<file path="src/rtl/spi_ctl_pkg.sv">
package spi_ctl_pkg;
  localparam int REG_W    = 8;
  localparam int N_FLAGS  = 4;
  localparam int SYNC_STG = 2;
  // bit positions decoded by software
  localparam int B_BUSY  = 7;
  localparam int B_DONE  = 6;
  localparam int B_OVR   = 5;
  localparam int B_COL   = 4;
  localparam int B_FLT   = 3;
  localparam int B_FLTEN = 2;
  localparam int B_MST   = 1;
  localparam int B_EN    = 0;
  localparam int FLAG_LSB = B_FLT;
  // index within the flag vector
  typedef enum int {FI_FLT = 0, FI_COL = 1, FI_OVR = 2, FI_DONE = 3} flag_idx_e;
endpackage

</file>
<file path="src/rtl/spi_sticky_flags.sv">
module spi_sticky_flags #(
  parameter int N = 4
) (
  input  logic         clk_i,
  input  logic         rst_ni,
  input  logic [N-1:0] hw_set_i,
  input  logic [N-1:0] sw_clr_i,
  output logic [N-1:0] q_o
);
  for (genvar i = 0; i < N; i++) begin : g_flag
    always_ff @(posedge clk_i or negedge rst_ni) begin
      if (!rst_ni)          q_o[i] <= 1'b0;
      else if (hw_set_i[i]) q_o[i] <= 1'b1;  // hardware wins
      else if (sw_clr_i[i]) q_o[i] <= 1'b0;
    end
  end
endmodule

</file>
<file path="src/rtl/spi_ss_sync.sv">
module spi_ss_sync #(
  parameter int STAGES = 2
) (
  input  logic clk_i,
  input  logic rst_ni,
  input  logic ss_n_i,
  output logic ss_n_sync_o,
  output logic fall_o
);
  logic [STAGES-1:0] pipe_q;
  logic              prev_q;

  always_ff @(posedge clk_i or negedge rst_ni) begin
    if (!rst_ni) begin
      pipe_q <= '1;
      prev_q <= 1'b1;
    end else begin
      pipe_q <= {pipe_q[STAGES-2:0], ss_n_i};
      prev_q <= pipe_q[STAGES-1];
    end
  end

  assign ss_n_sync_o = pipe_q[STAGES-1];
  assign fall_o      = prev_q & ~pipe_q[STAGES-1];
endmodule

</file>
<file path="src/rtl/spi_rx_track.sv">
module spi_rx_track (
  input  logic clk_i,
  input  logic rst_ni,
  input  logic rx_ready_i,
  input  logic buf_rd_i,
  output logic rx_load_o,
  output logic overrun_o
);
  logic full_q;

  assign rx_load_o = rx_ready_i & (~full_q | buf_rd_i);
  assign overrun_o = rx_ready_i & full_q & ~buf_rd_i;

  always_ff @(posedge clk_i or negedge rst_ni) begin
    if (!rst_ni) full_q <= 1'b0;
    else         full_q <= (full_q & ~buf_rd_i) | rx_load_o;
  end
endmodule

</file>
<file path="src/rtl/spi_ctl_regs.sv">
module spi_ctl_regs
  import spi_ctl_pkg::*;
(
  input  logic             clk_i,
  input  logic             rst_ni,
  input  logic             reg_we_i,
  input  logic [REG_W-1:0] reg_wdata_i,
  output logic [REG_W-1:0] reg_rdata_o,
  input  logic             xfer_start_i,
  input  logic             xfer_done_i,
  input  logic             rx_ready_i,
  input  logic             buf_rd_i,
  input  logic             buf_wr_i,
  input  logic             ss_n_i,
  input  logic             irq_en_i,
  output logic             buf_wr_ok_o,
  output logic             rx_load_o,
  output logic             irq_o
);
  logic               busy_q, flten_q, mst_q, en_q;
  logic               ss_n_sync, ss_fall, overrun, fault;
  logic [N_FLAGS-1:0] flag_set, flag_clr, flags;

  spi_ss_sync #(.STAGES(SYNC_STG)) u_ss_sync (
    .clk_i       (clk_i),
    .rst_ni      (rst_ni),
    .ss_n_i      (ss_n_i),
    .ss_n_sync_o (ss_n_sync),
    .fall_o      (ss_fall)
  );

  spi_rx_track u_rx_track (
    .clk_i      (clk_i),
    .rst_ni     (rst_ni),
    .rx_ready_i (rx_ready_i),
    .buf_rd_i   (buf_rd_i),
    .rx_load_o  (rx_load_o),
    .overrun_o  (overrun)
  );

  assign fault       = mst_q & flten_q & ss_fall;
  assign buf_wr_ok_o = buf_wr_i & ~busy_q;

  always_comb begin
    flag_set           = '0;
    flag_set[FI_DONE]  = xfer_done_i;
    flag_set[FI_OVR]   = overrun;
    flag_set[FI_COL]   = buf_wr_i & busy_q;
    flag_set[FI_FLT]   = fault;
    flag_clr           = {N_FLAGS{reg_we_i}} & ~reg_wdata_i[FLAG_LSB +: N_FLAGS];
  end

  spi_sticky_flags #(.N(N_FLAGS)) u_flags (
    .clk_i    (clk_i),
    .rst_ni   (rst_ni),
    .hw_set_i (flag_set),
    .sw_clr_i (flag_clr),
    .q_o      (flags)
  );

  always_ff @(posedge clk_i or negedge rst_ni) begin
    if (!rst_ni)           busy_q <= 1'b0;
    else if (xfer_start_i) busy_q <= 1'b1;
    else if (xfer_done_i)  busy_q <= 1'b0;
  end

  always_ff @(posedge clk_i or negedge rst_ni) begin
    if (!rst_ni) begin
      flten_q <= 1'b0;
      en_q    <= 1'b0;
    end else if (reg_we_i) begin
      flten_q <= reg_wdata_i[B_FLTEN];
      en_q    <= reg_wdata_i[B_EN];
    end
  end

  // master select: fault clear beats software; 0->1 gated by deasserted select
  always_ff @(posedge clk_i or negedge rst_ni) begin
    if (!rst_ni)     mst_q <= 1'b0;
    else if (fault)  mst_q <= 1'b0;
    else if (reg_we_i) begin
      if (reg_wdata_i[B_MST] && !mst_q) mst_q <= ss_n_sync;
      else                              mst_q <= reg_wdata_i[B_MST];
    end
  end

  assign reg_rdata_o = {busy_q, flags, flten_q, mst_q, en_q};
  assign irq_o       = irq_en_i & (|flags);
endmodule

</file>
<file path="config.mk">
export PLATFORM = sky130hd
export DESIGN_NAME = spi_ctl_regs
export DESIGN_NICKNAME = d
export VERILOG_FILES = /design/src/rtl/spi_ctl_pkg.sv /design/src/rtl/spi_sticky_flags.sv /design/src/rtl/spi_ss_sync.sv /design/src/rtl/spi_rx_track.sv /design/src/rtl/spi_ctl_regs.sv
export SDC_FILE = /design/constraint.sdc
export NUM_CORES = 1
export LEC_CHECK = 0
export CAP_MARGIN = 20
export CORE_MARGIN = 3
export CORE_UTILIZATION = 35
export DETAILED_ROUTE_END_ITERATION = 16
export PLACE_DENSITY = 0.76
export SLEW_MARGIN = 20
export SYNTH_ARGS = -nofsm -noshare
export SYNTH_HDL_FRONTEND = slang
export SYNTH_SLANG_ARGS = --single-unit
</file>
<file path="constraint.sdc">
create_clock -name clk_i -period 1.04 [get_ports clk_i]
set_input_delay 0.104 -clock clk_i [delete_from_list [all_inputs] [get_ports clk_i]]
set_output_delay 0.104 -clock clk_i [all_outputs]
set_load 0.01 [all_outputs]
</file>
## After elaboration in Yosys (flattened, before gate mapping)

Cells that the tools add are included.

- Bits in registers: 12
- Output and inout port bits: 11

- Reduce and logical (&&, ||, !) cells: 9
- Bitwise operators: 18
- Muxes and demuxes: 13

Operator list:

| operator | count |
|---|---|
| $mux W1 | 13 |
| $reduce_bool A2 Y1 | 6 |
| $and A1 B1 Y1 | 10 |
| $and A4 B4 Y4 | 1 |
| $not A1 Y1 | 4 |
| $not A4 Y4 | 1 |
| $reduce_or A4 Y1 | 1 |
| $or A1 B1 Y1 | 2 |
| $logic_and A1 B1 Y1 | 1 |
| $logic_not A1 Y1 | 1 |

## Depth between registers and ports, before layout

Gate-level depths: netlist of the first run.

- Depth in word-level cells: 5
- Gate-level depth with buffers: 2
- Mapped depth without buffers: 2

## Cells and area by module

A second synthesis of the first run with hierarchy kept.

- Cells, all modules: 46
- Area, all modules: 544.3 um^2

By module, submodules not included:

| module | seq. area each (um^2) | cells an instance | times used | area an instance (um^2) |
|---|---|---|---|---|
| spi_ctl_regs | 100.1 | 24 | 1 | 247.7 |
| spi_sticky_flags | 100.1 | 12 | 1 | 145.1 |
| spi_ss_sync | 78.8 | 4 | 1 | 92.6 |
| spi_rx_track | 25.0 | 6 | 1 | 58.8 |

## Worst setup path after synthesis of the first run

OpenSTA, ideal clock, no wires.

- Path kind: reg-to-output
- Start point: register u_flags.q_o[1]
- End point: output irq_o
- Stages on the path, launching flop included: 2
- Arrival: 0.867 ns
- Path slack: 0.069 ns
- Required time: 0.936 ns
- Cell sequence: dfrtp_1 o41a_1

- Cells in the longest elaborated chain, start to end: 2

RTL lines:

| what | line | source |
|---|---|---|
| from (decl) | spi_sticky_flags.sv:8 | `output logic [N-1:0] q_o` |
| from (signal, indexed assignment) | spi_sticky_flags.sv:12 | `if (!rst_ni) q_o[i] <= 1'b0;` |
| from (signal, indexed assignment) | spi_sticky_flags.sv:13 | `else if (hw_set_i[i]) q_o[i] <= 1'b1;` |
| from (signal, indexed assignment) | spi_sticky_flags.sv:14 | `else if (sw_clr_i[i]) q_o[i] <= 1'b0;` |
| $reduce_or A4 Y1 | spi_ctl_regs.sv:88 | `assign irq_o = irq_en_i & (\|flags);` |
| $and A1 B1 Y1 | spi_ctl_regs.sv:88 |  |
| to (decl) | spi_ctl_regs.sv:18 | `output logic irq_o` |

Every way passes these cells.

## Final worst setup path of the first run

Same ends and word-level chain as after synthesis.

==> results.toml, run 1 <==
[sta]
relSlewSlack_pct = 89.0
worst_slew_pin_slew_ns = 0.164
fmax_mhz = 763
grt_setup_unrepaired = "yes"
finalWorstSetupSlack_ns = -0.270
hold_slack_ns = 0.126
period_needed_ns = 1.31
hold_viol_final = 0
fin_skew_ns = 0.00178
setup_viol = 4
period_share_pct = 126
drv_slew = 0

[worst_setup_path]
arrival_ns = 1.21
critPathKind = "flop to primary output"
cp.required_ns = 0.94
path_buf_inv = 1
path_max_fanout = 2
cp.depth = 2
crit_path_end_kind = "primary output"
r2r_cells = 2
startpoint_type = "flop"
slowest_delay_ns = 0.42
crit_slowest_cell = "o41a_1"
cpLargestDelayFamily = "compound AO/OA/AOI/OAI gates"
crit_path_cell_trace = "o41a_1, buf_2"

[clocking]
cts_buffers = 3
cts.sinks = 12
h-tree-depth = 1
cts_tree = "built"
cts_hold_buf = 0
root_buffer = "clkbuf_4"
clk_latency_ns = 0.27
clockBufferDepth = 2
path_clk_slew_ns = 0.08

[die]
core_area_um2 = 1200
rows = 12
die_x_um = 43.4
dieArea_um2 = 1880
start_util_pct = 40.7
fp.dieH_um = 43.4
io_pins = 29

[route]
drt_wl_total_um = 1220
avgViaCountPerCell = 4.41
wire_per_inst_um = 13.1
vias = 410
drt_first_iter_violations = 5
drc = 0
first_pass_iters = 2
postRouteAntennaNets = 0

[logic_synthesis]
ys_ff_latch = 12
ys_types = 16
yosys_warnings = 0
synth.cell_area_um2 = 489
synthCells = 38
postSynthAreaPerCell_um2 = 12.9
synth_fp_nets = 56
yosysSeqAreaShare_pct = 62.1

[outcome]
violations = "negative setup slack"
status = "complete, but fails checks"

[final_layout]
area_growth_pct = 79.5
fin_nets = 98
insertedDiodeCount = 0
layout_commonest_cell = "clkdlybuf4s50_1"
fin_util_pct = 73.1
layout_common_cells = "16 x clkdlybuf4s50_1, 10 x buf_4, 9 x dfrtp_1, 8 x buf_6, 5 x nand2b_1"
drive_above_1_share_pct = 44.3
final_area_um2 = 878

[pwr]
total_power_w = 0.00120
ir_worst_vdd_mv = 0.905
p_leak_nw = 0.423
pwr_density_cell_nw_per_um2 = 1360

[global_routing]
grt_pass1_wl_um = 2000
grt_antenna_before_repair = 0
grt_pass1_vias = 466
grt_max_degree = 13
globalRouteOverflowTotal = 0
track_usage_pct = 14.5

[placement]
gp_congestion = 0.640
place_ws_ns = -0.358
dp.final_hpwl_um = 925
post_dp_cell_area_um2 = 807
port_buffers = 27

[flow_run]
cap_viol_max_count = 0

[worst_hold_path]
hold_path_class = "input port to async pin"
[metal layers]
metal	global-route usage (%)	routed length, um
met1	18.1	484
met2	24.2	652
met3	3.73	77
met4	5.42	7
met5	0	0
[flip-flops by register name, summed over array words and instances (netlist names)]
name / count
u_ss_sync.pipe_q: 2
u_rx_track.full_q: 1
busy_q: 1
u_flags.q_o: 4
mst_q: 1
en_q: 1
u_ss_sync.prev_q: 1
flten_q: 1
[worst register-to-register path: stages (launching register included)]
cell and delay (ns):
dfstp_2 0.53, and4b_1 0.21, a21o_1 0.16
[metrics by stage]
step	TNS [ns]	cells
after floorplan	0	38
after global placement	-1.61	83
after detailed placement	-1.75	83
after CTS	-0.387	91
after global routing	-0.697	93
final	-0.423	93
[area by class of cell]
type                       count  area, um^2
timing repair buffer          41         360
fill                          96         323
sequential                    12         304
multi-input combinational     20         153
clock buffer                   4        36.3
tap                           14        17.5
inverter                       2        7.51
[repair_timing]
item	CTS	global route
setup buffers	4	2
endpoints found under the hold margin	0	0
setup endpoints to repair	12	13
gates resized for setup	39	10
pin swaps	1	0
[path summary, 6_finish.rpt]
path | start | endpoint | slack (ns)
worst min-delay path | rst_ni | u_flags.q_o[2] | 0.13
min in group clk_i | ss_n_i | u_ss_sync.pipe_q[0] | 0.25
max in group asynchronous | rst_ni | u_ss_sync.pipe_q[0] | 0.69
worst min register to register | u_ss_sync.pipe_q[0] | u_ss_sync.pipe_q[1] | 0.36
worst max-delay path | u_flags.q_o[1] | irq_o | -0.27
worst max register to register | u_ss_sync.pipe_q[1] | u_flags.q_o[0] | 0.04
[cell families after synthesis]
group / Yosys count / synth area share [%]
compound gates: 7 / 11.5
buf+inv: 6 / 7.67
flops: 12 / 62.2
mux: 2 / 4.60
simple gates: 11 / 14.1
[cell usage after synthesis]
master     number  share of area (%)
dfrtp_1         9                 46
nand2b_1        5                6.4
buf_4           4                6.1
a21o_1          3                4.6
dfstp_2         3                 16
inv_1           2                1.5
mux2_2          2                4.6
nor2b_1         2                2.6
a21oi_1         1                1.0
a22o_1          1                1.8
and2_1          1                1.3
and4b_1         1                2.0
nand2_1         1               0.77
nor3_1          1                1.0
o2bb2ai_1       1                1.8
o41a_1          1                2.3
[where the power goes]
| part | leakage, nW | total [W] | internal (W) | switching (W) |
|---|---|---|---|---|
| sequential | 0.135 | 0.000537 | 0.000513 | 0.0000242 |
| combinational | 0.267 | 0.000298 | 0.000196 | 0.000102 |
| clock | 0.0210 | 0.000364 | 0.000212 | 0.000152 |
| total | 0.423 | 0.00120 | 0.000921 | 0.000278 |
No activity file was read; power rests on OpenSTA's default activity.
==> run 2, diff against run 1 <==
Settings changed: SLEW_MARGIN 20 to 25.
==> results of run 2 <==
No change in the layout: final DEF, timing and power equal those of run 1.
